`config.mk`:
```
export PLATFORM = sky130hd
export DESIGN_NAME = uart_par_top
export DESIGN_NICKNAME = d
export VERILOG_FILES = /design/src/rtl/uart_par_pkg.sv /design/src/rtl/uart_par_sync.sv /design/src/rtl/uart_par_tx.sv /design/src/rtl/uart_par_rx.sv /design/src/rtl/uart_par_top.sv
export SDC_FILE = /design/constraint.sdc
export NUM_CORES = 1
export LEC_CHECK = 0
export BUFFER_PORTS_ARGS = -buffer_cell sky130_fd_sc_hd__buf_4
export CAP_MARGIN = 20
export CORE_MARGIN = 2
export CORE_UTILIZATION = 45
export DETAILED_ROUTE_END_ITERATION = 10
export GPL_TIMING_DRIVEN = 0
export PLACE_DENSITY = 0.62
export SLEW_MARGIN = 15
export SYNTH_ARGS = -nofsm -noshare
export SYNTH_HDL_FRONTEND = slang
export SYNTH_HIERARCHICAL = 1
export SYNTH_SLANG_ARGS = --single-unit
```
`constraint.sdc`:
```
create_clock -name clk -period 2.64 [get_ports clk]
set_input_delay 0.264 -clock clk [delete_from_list [all_inputs] [get_ports clk]]
set_output_delay 0.264 -clock clk [all_outputs]
set_load 0.02 [all_outputs]
```
`src/rtl/uart_par_pkg.sv`:
```
package uart_par_pkg;

  typedef enum logic [1:0] {
    PAR_NONE = 2'd0,
    PAR_EVEN = 2'd1,
    PAR_ODD  = 2'd2
  } par_mode_e;

  typedef enum logic [1:0] {
    RXS_IDLE  = 2'd0,
    RXS_START = 2'd1,
    RXS_BITS  = 2'd2
  } rx_state_e;

  localparam int OVS = 16;

  localparam logic [1:0] ADDR_TX   = 2'd0;
  localparam logic [1:0] ADDR_RX   = 2'd1;
  localparam logic [1:0] ADDR_STAT = 2'd2;

endpackage

```
`src/rtl/uart_par_sync.sv`:
```
module uart_par_sync #(
  parameter int STAGES = 2
) (
  input  logic clk,
  input  logic rst_n,
  input  logic din,
  output logic dout
);
  logic [STAGES-1:0] chain;

  generate
    if (STAGES == 1) begin : g_one
      always_ff @(posedge clk or negedge rst_n) begin
        if (!rst_n) chain <= '1;
        else        chain <= din;
      end
    end else begin : g_many
      always_ff @(posedge clk or negedge rst_n) begin
        if (!rst_n) chain <= '1;
        else        chain <= {chain[STAGES-2:0], din};
      end
    end
  endgenerate

  assign dout = chain[STAGES-1];
endmodule

```
`src/rtl/uart_par_tx.sv`:
```
module uart_par_tx
  import uart_par_pkg::*;
#(
  parameter int        DATA_W  = 8,
  parameter int        OVS_DIV = 2,
  parameter par_mode_e PARITY  = PAR_EVEN
) (
  input  logic              clk,
  input  logic              rst_n,
  input  logic              load,
  input  logic [DATA_W-1:0] ldata,
  output logic              txd,
  output logic              busy
);
  localparam int PBITS   = (PARITY == PAR_NONE) ? 0 : 1;
  localparam int FRAME_W = DATA_W + PBITS + 2;
  localparam int BIT_CLK = OVS * OVS_DIV;
  localparam int CW      = $clog2(BIT_CLK);
  localparam int IW      = $clog2(FRAME_W + 1);

  logic [FRAME_W-1:0] sh;
  logic [FRAME_W-1:0] frame;
  logic [CW-1:0]      cnt;
  logic [IW-1:0]      idx;
  logic               bit_end;

  generate
    if (PBITS == 1) begin : g_par
      logic pbit;
      assign pbit  = (PARITY == PAR_ODD) ? ~(^ldata) : (^ldata);
      assign frame = {1'b1, pbit, ldata, 1'b0};
    end else begin : g_nopar
      assign frame = {1'b1, ldata, 1'b0};
    end
  endgenerate

  assign bit_end = (cnt == CW'(BIT_CLK - 1));

  always_ff @(posedge clk or negedge rst_n) begin
    if (!rst_n) begin
      busy <= 1'b0;
      sh   <= '1;
      cnt  <= '0;
      idx  <= '0;
    end else if (busy) begin
      if (bit_end) begin
        cnt <= '0;
        sh  <= {1'b1, sh[FRAME_W-1:1]};
        if (idx == IW'(FRAME_W - 1)) begin
          busy <= 1'b0;
          idx  <= '0;
        end else begin
          idx <= idx + 1'b1;
        end
      end else begin
        cnt <= cnt + 1'b1;
      end
    end else if (load) begin
      busy <= 1'b1;
      sh   <= frame;
      cnt  <= '0;
      idx  <= '0;
    end
  end

  assign txd = busy ? sh[0] : 1'b1;

  p_start_low_r2: assert property (@(posedge clk) disable iff (!rst_n)
    $rose(busy) |-> !txd);

  p_bit_hold_r2: assert property (@(posedge clk) disable iff (!rst_n)
    (busy && !bit_end) |=> $stable(txd));

  p_ignore_busy_r6: assert property (@(posedge clk) disable iff (!rst_n)
    (busy && load && !bit_end) |=> $stable(sh));

endmodule

```
`src/rtl/uart_par_rx.sv`:
```
module uart_par_rx
  import uart_par_pkg::*;
#(
  parameter int        DATA_W  = 8,
  parameter int        OVS_DIV = 2,
  parameter par_mode_e PARITY  = PAR_EVEN
) (
  input  logic              clk,
  input  logic              rst_n,
  input  logic              rxs,
  output logic              done,
  output logic [DATA_W-1:0] rdata,
  output logic              par_bad
);
  localparam int PBITS = (PARITY == PAR_NONE) ? 0 : 1;
  localparam int NB    = DATA_W + PBITS + 1;
  localparam int IW    = $clog2(NB + 1);
  localparam int DW    = (OVS_DIV > 1) ? $clog2(OVS_DIV) : 1;

  rx_state_e        state;
  logic [DW-1:0]    div;
  logic             tick;
  logic [3:0]       cnt;
  logic [IW-1:0]    idx;
  logic [NB-1:0]    sh;
  logic [NB-1:0]    nv;
  logic             exp_par;

  assign tick = (div == DW'(OVS_DIV - 1));
  assign nv   = {rxs, sh[NB-1:1]};
  assign exp_par = (PARITY == PAR_ODD) ? ~(^nv[DATA_W-1:0]) : (^nv[DATA_W-1:0]);

  always_ff @(posedge clk or negedge rst_n) begin
    if (!rst_n) div <= '0;
    else        div <= tick ? '0 : div + 1'b1;
  end

  always_ff @(posedge clk or negedge rst_n) begin
    if (!rst_n) begin
      state   <= RXS_IDLE;
      cnt     <= '0;
      idx     <= '0;
      sh      <= '0;
      done    <= 1'b0;
      rdata   <= '0;
      par_bad <= 1'b0;
    end else begin
      done <= 1'b0;
      if (tick) begin
        unique case (state)
          RXS_IDLE: begin
            if (!rxs) begin
              state <= RXS_START;
              cnt   <= '0;
            end
          end
          RXS_START: begin
            if (cnt == 4'd7) begin
              cnt <= '0;
              idx <= '0;
              state <= rxs ? RXS_IDLE : RXS_BITS;
            end else begin
              cnt <= cnt + 1'b1;
            end
          end
          RXS_BITS: begin
            if (cnt == 4'd15) begin
              cnt <= '0;
              sh  <= nv;
              if (idx == IW'(NB - 1)) begin
                state   <= RXS_IDLE;
                done    <= 1'b1;
                rdata   <= nv[DATA_W-1:0];
                par_bad <= (PBITS == 1) ? (nv[DATA_W] != exp_par) : 1'b0;
              end else begin
                idx <= idx + 1'b1;
              end
            end else begin
              cnt <= cnt + 1'b1;
            end
          end
          default: state <= RXS_IDLE;
        endcase
      end
    end
  end

  p_done_pulse_r8: assert property (@(posedge clk) disable iff (!rst_n)
    done |=> !done);

  p_reject_glitch_r11: assert property (@(posedge clk) disable iff (!rst_n)
    (state == RXS_START && tick && cnt == 4'd7 && rxs) |=> (state == RXS_IDLE));

endmodule

```
`src/rtl/uart_par_top.sv`:
```
module uart_par_top
  import uart_par_pkg::*;
#(
  parameter int        DATA_W      = 8,
  parameter int        OVS_DIV     = 2,
  parameter int        SYNC_STAGES = 2,
  parameter par_mode_e PARITY      = PAR_EVEN
) (
  input  logic              clk,
  input  logic              rst_n,
  input  logic              wr_en,
  input  logic              rd_en,
  input  logic [1:0]        addr,
  input  logic [DATA_W-1:0] wdata,
  output logic [DATA_W-1:0] rdata,
  input  logic              rxd,
  output logic              txd
);
  logic              rxs;
  logic              tx_busy;
  logic              rx_done;
  logic [DATA_W-1:0] rx_word;
  logic              rx_bad;
  logic [DATA_W-1:0] rx_hold;
  logic              rx_ready;
  logic              perr;
  logic              tx_load;
  logic              rd_rx;
  logic              wr_stat;

  assign tx_load = wr_en && (addr == ADDR_TX);
  assign rd_rx   = rd_en && (addr == ADDR_RX);
  assign wr_stat = wr_en && (addr == ADDR_STAT);

  uart_par_sync #(.STAGES(SYNC_STAGES)) u_sync (
    .clk(clk), .rst_n(rst_n), .din(rxd), .dout(rxs)
  );

  uart_par_tx #(.DATA_W(DATA_W), .OVS_DIV(OVS_DIV), .PARITY(PARITY)) u_tx (
    .clk(clk), .rst_n(rst_n), .load(tx_load), .ldata(wdata),
    .txd(txd), .busy(tx_busy)
  );

  uart_par_rx #(.DATA_W(DATA_W), .OVS_DIV(OVS_DIV), .PARITY(PARITY)) u_rx (
    .clk(clk), .rst_n(rst_n), .rxs(rxs), .done(rx_done),
    .rdata(rx_word), .par_bad(rx_bad)
  );

  always_ff @(posedge clk or negedge rst_n) begin
    if (!rst_n) begin
      rx_hold  <= '0;
      rx_ready <= 1'b0;
    end else if (rx_done) begin
      rx_hold  <= rx_word;
      rx_ready <= 1'b1;
    end else if (rd_rx) begin
      rx_ready <= 1'b0;
    end
  end

  generate
    if (PARITY == PAR_NONE) begin : g_noperr
      assign perr = 1'b0;
    end else begin : g_perr
      logic perr_q;
      always_ff @(posedge clk or negedge rst_n) begin
        if (!rst_n)                  perr_q <= 1'b0;
        else if (rx_done && rx_bad)  perr_q <= 1'b1;
        else if (wr_stat)            perr_q <= 1'b0;
      end
      assign perr = perr_q;

      p_perr_sticky_r9: assert property (@(posedge clk) disable iff (!rst_n)
        (perr && !wr_stat) |=> perr);

      p_perr_clear_r9: assert property (@(posedge clk) disable iff (!rst_n)
        (wr_stat && !rx_done) |=> !perr);
    end
  endgenerate

  always_comb begin
    rdata = '0;
    unique case (addr)
      ADDR_TX:   rdata = '0;
      ADDR_RX:   rdata = rx_hold;
      ADDR_STAT: rdata = DATA_W'({perr, rx_ready, !tx_busy});
      default:   rdata = '0;
    endcase
  end

  p_read_clears_r8: assert property (@(posedge clk) disable iff (!rst_n)
    (rd_rx && !rx_done) |=> !rx_ready);

  p_load_drops_ready_r2: assert property (@(posedge clk) disable iff (!rst_n)
    (tx_load && !tx_busy) |=> tx_busy);

endmodule

```
# Word-level counts from Yosys, hierarchy flattened
# Index checks and enable logic that the tools add are counted.
# op_classes
n_addsub	5
reduce_logical	20
n_bitwise	0
div	0
n_mux	39
n_lt_le_gt_ge	0
multipliers	0
n_shift	0
eq_ne	16
# op_table
cell	n
4-bit 2-to-1 mux	10
11-bit 2-to-1 mux	3
8-bit one-hot mux with 2 select lines	1
8-bit parity	2
5-bit 2-to-1 mux	3
1-bit 2-to-1 mux	14
4-bit by 1-bit adder with 4-bit output, second input constant	3
4-bit equality test, second input constant	3
4-bit one-hot mux with 3 select lines	1
2-bit 2-to-1 mux	5
5-bit AND reduction	2
4-bit one-hot mux with 2 select lines	1
2-bit nonzero test	4
2-bit by 1-bit inequality test with 1-bit output, second input constant	3
2-bit inequality test, second input constant	3
2-bit one-hot mux with 3 select lines	1
3-bit AND reduction	2
5-bit by 1-bit adder with 5-bit output, second input constant	1
5-bit equality test, second input constant	1
2-bit by 1-bit equality test with 1-bit output, second input constant	2
2-bit equality test, second input constant	2
4-bit by 3-bit equality test with 1-bit output, second input constant	1
1-bit logical AND	4
2-bit zero test	2
other kinds (6)	6
# word_totals
wordCells	96
output_inout_bits	9
register_bits	64
memories	0
input_bits	15
mem_bits_rw	0
latch_bits	0
romBits	0

# Logic depth before layout (Yosys ltp)
# depth
ltp_word	5
ltp_mapped	8
depth_no_buf	7

# Hierarchy
# Netlist, hierarchy kept.
# modules_own_cells
mod	instances	area_each_um2	cells_each	seq_area_each_um2
uart_par_rx	1	1498.9	120	750.7
uart_par_tx	1	1036.0	103	513.0
uart_par_top	1	535.5	41	250.2
uart_par_sync	1	52.6	2	52.6

# Least setup slack after synthesis
# No wires, ideal clock.
# synth_path
path_kind	register to register
from	reg u_rx.state[1]
to	reg u_rx.state[0]
arrival_ns	1.622
period_less_slack_ns	1.747
n_path_buf	0
slack_ns	0.893
stages_incl_launch_ff	7
cell_sequence	dfrtp_1 inv_1 ha_1 and4b_1 o31a_1 nand3_1 mux2_2
# synth_between
elab_chain_len	3
elab_cells_between_ends	9
# synth_rtl
item	line_no	text
start: declaration	uart_par_rx.sv:20	rx_state_e state;
start signal: assignment	uart_par_rx.sv:61	state <= rxs ? RXS_IDLE : RXS_BITS;
2-bit equality test (tied with other cells)	uart_par_rx.sv:50	unique case (state)
2-bit by 1-bit inequality test with 1-bit output (no source line) / 2-bit inequality test (equally long branches)	n/a	
5-bit AND reduction (no source line)	n/a	
# Parallel ways exist; a longest one is shown, timed or not.
# A chain may end at the register's enable or synchronous reset.

# Worst setup path after layout
# layout_path
from	reg u_rx.state[0]
to	reg u_rx.rdata[7]
# layout_between
elab_chain_len	2
# layout_rtl
item	line_no	text
2-bit equality test	uart_par_rx.sv:50	
4-bit AND reduction (no source line)	n/a	
end signal: assignment	uart_par_rx.sv:73	rdata <= nv[DATA_W-1:0];
end: declaration	uart_par_rx.sv:12	output logic [DATA_W-1:0] rdata,
# Every way passes these cells.

==> summary.md <==
| Metric | Value |
|---|---|
| Status | `finished with violations` |
| Failing checks | `negative hold slack` |
| Post-Route WL | `5186 um` |
| Crit-path max FO | `10` |
| Post-Synth XOR/XNOR Area | `5.208%` |
| CP Class | `reg2reg` |
| CTS Buf Count | `9` |
| Worst skew pair latency | `0.34 ns` |
| VDD IR-drop max | `0.4077 mV` |
| Simple-gate share of the synthesized area | `13.70%` |
| Tcrit/Tclk final | `75.90%` |
| RD Place Congestion | `0.7625` |
| Yosys cell types | `50` |
| Post-synthesis sequential area ratio | `50.16%` |
| Largest family of logic cells by synthesized area | `simple AND/OR/NAND/NOR gates` |
| Final Slew Violations | `0` |
| Worst-path cell chain | `inv_1 -> ha_1 -> buf_2 -> nand2_1 -> nor3_4 -> mux2_2` |
| Cell Rows | `30` |
| CTS Sinks | `62` |
| Worst EP required | `2.86 ns` |
| Grt total ovfl | `0` |
| Hold_buf cts | `0` |
| Core area | `0.006756 mm^2` |
| R2R Setup Slk | `0.64 ns` |
| Number of synthesized register bits | `62` |
| # DRC | `0` |
| HP Class | `in2async` |
| Min Hold Slack | `-0.006653 ns` |
| Fillers | `597` |
| P per Cell Area | `783.1 mW/mm^2` |
| Share of layout cells above drive strength 1 | `30.49%` |
| Vias in the first global route | `1909` |
| Ys async rst share | `100.0%` |
| Final net count | `330` |
| Post-synth EDFFs | `0` |
| Syn Nets | `296` |
| Total GRT Usage | `15.11%` |
| Clock Skew | `0.008613 ns` |
| Clock Path Buffers | `2` |
| Critical Path Source | `u_rx/state[0]` |
| Worst setup EP type | `register` |
| Die X | `87.31 um` |
| Hold Violations, Final | `3` |
| DIE AREA | `0.007622 mm^2` |
| CP bufs+invs | `2` |
| CP Data Arrival Time | `2.23 ns` |
| Highest clock rate | `499.1 MHz` |
| Post-synthesis compound-gate area fraction | `8.734%` |
| Worst-margin pin slew | `0.7490 ns` |
| Slowest library cell on the worst path | `nor3_4` |
| Antenna violations before repair | `0` |
| Clock period minus worst slack | `2.004 ns` |
| Die H | `87.31 um` |
| Adder-Cell Fraction of Synth Area | `6.010%` |
| Multi-input gate area | `0.001475 mm^2` |
| H-tree levels | `3` |
| Final-report setup violation count | `0` |
| WL per Instance | `13.47 um` |
| ANT nets after route | `0` |
| R2R depth | `6` |
| Mapped Area | `0.003123 mm^2` |
| Leak | `1.766 nW` |
| Ports | `24` |
| Setup crit start kind | `register` |
| R2R Path Start | `u_rx/state[0]` |
| Main synth FF type | `dfrtp_1` |
| Relative slew slack | `50.07%` |
| Area growth, synth to finish | `15.87%` |
| Root Buffer | `clkbuf_8` |
| Post-synthesis average cell area | `11.74 um^2` |
| FF/Latch Area | `0.001567 mm^2` |
| Final Core Density | `53.56%` |
| Mux cell area share after synthesis | `13.58%` |
| Slowest Stage Delay on Critical Path | `0.43 ns` |
| Largest net degree at the start of global routing | `63` |
| Worst R2R End | `u_rx/rdata[7]` |
| Vias | `2033` |
| Cells after Synth | `266` |
| Via/cell ratio | `5.281` |
| Post-CTS Resized | `0` |
| Largest delay share family, worst path | `simple AND/OR/NAND/NOR gates` |
| First-pass GRT wire length | `8859 um` |
| Setup tns final | `0 ns` |
| DR pass1 iterations | `4` |
| Clock transition at path regs | `0.08 ns` |
| CTS tree | `yes` |
| Setup bufs post-CTS | `0` |
| # Max-Cap Violations | `0` |
| Starting density of the core | `46.22%` |
| I/O Buffers | `23` |
| RSZ-0062 raised after global routing | `false` |
| Dpl hpwl | `3574 um` |
| Ant. Diodes | `0` |
| Yosys warnings | `6` |
| DR iter-0 viols | `112` |
[report_power, final]
part	switching [W]	total (W)	leakage (nW)	internal (W)
registers	0.000125	0.00127	0.798	0.00115
clock network	0.000395	0.000929	0.109	0.000534
logic	0.000337	0.000630	0.858	0.000293
[registers in the layout (all words and copies together) (netlist names), 2 cells and up]
signal / flops
u_tx/cnt: 5
u_rx/rdata: 8
u_sync/chain: 2
u_rx/cnt: 4
u_tx/idx: 4
u_rx/sh: 9
u_tx/sh: 10
rx_hold: 8
u_rx/idx: 4
u_rx/state: 2
[how the worst max path moves through the flow]
| stage | cells after the start | end | slack [ns] |
|---|---|---|---|
| final | 6 | u_rx/rdata[7] | 0.64 |
| after global routing | 6 | u_rx/rdata[4] | 0.49 |
| after CTS | 6 | u_rx/rdata[7] | 0.61 |
| after detailed placement | 6 | u_rx/rdata[7] | 0.62 |
| after global placement | 6 | u_rx/rdata[0] | 0.66 |
| after floorplan | 6 | u_rx/state[0] | 0.89 |
[metal layers]
layer | up-vias | wire (um) | global-route usage [%]
met3 | 12 | 148 | 3.223
met1 | 987 | 2688 | 20.90
met2 | 29 | 2239 | 22.18
li1 | 1005 | - | -
met4 | 0 | 108 | 7.972
met5 | - | 0 | 0
[cells by family after synthesis]
family / after synthesis
flops: 62
compound gates: 43
xor+xnor: 17
simple gates: 77
fa+ha+maj: 15
buf+inv: 16
mux: 36
[cells in the final DEF, fill, tap and decap left out, types with 2 or more instances in the layout]
master and instances:
clkbuf_8 9, buf_4 26, a22o_1 4, nand3b_1 4
clkinv_4 3, buf_2 2, a22oi_1 2, inv_1 10
nand2b_1 4, o21ai_0 21, dfstp_2 12, nor2_1 6
nand3_1 9, xnor2_1 13, mux2_2 19, nor2b_1 3
o21ai_1 5, xor2_1 3, dfrtp_1 50, ha_1 15
nor3_1 2, nand2_1 28, mux2i_1 9, mux2_4 8
or3_1 2, and2_1 6, bufinv_16 2
[cell type report]
cell class              instances  share of cell area (%)
plain buffers                   6                   1.210
clock buffers                   9                   3.423
clock inverters                 7                   2.732
inverters                      10                   1.037
multi-input cells             188                   40.77
flip-flops and latches         62                   43.29
well taps                      80                   2.766
repair buffers                 23                   4.772
[synth_stat cells (2+ instances only)]
cell type	n	share of area [%]
o21ai_1	5	0.80
nand2b_1	4	0.80
and2_1	6	1.2
mux2_4	8	3.8
nor2b_1	3	0.60
xnor2_1	13	3.6
mux2_2	19	6.9
xor2_1	3	0.84
buf_2	2	0.32
o21ai_0	21	3.4
inv_1	10	1.2
nor2_1	6	0.72
nor3_1	2	0.32
a22oi_1	2	0.48
ha_1	15	6.0
a22o_1	4	1.1
or3_1	2	0.40
buf_4	3	0.72
dfrtp_1	50	40
nand2_1	28	3.4
nand3b_1	4	0.96
mux2i_1	9	2.9
nand3_1	9	1.4
dfstp_2	12	10
[stage by stage]
step,total power (W),cell area [um^2],instances,setup WS [ns]
4_1_cts,0.002866,3618,385,0.6107
6_report,0.002833,3618,385,0.6363
2_1_floorplan,0.001746,3123,266,0.8929
3_5_place_dp,0.001926,3396,369,0.6167
5_1_grt,0.003001,3618,385,0.4859
3_3_place_gp,0.001905,3396,369,0.6580
[worst register-to-register path: stages, from the launching register on]
cell and delay, ns:
dfrtp_1 0.41, inv_1 0.11, ha_1 0.19, buf_2 0.21, nand2_1 0.14, nor3_4 0.43, mux2_2 0.41
(Power assumes the default switching activity.)
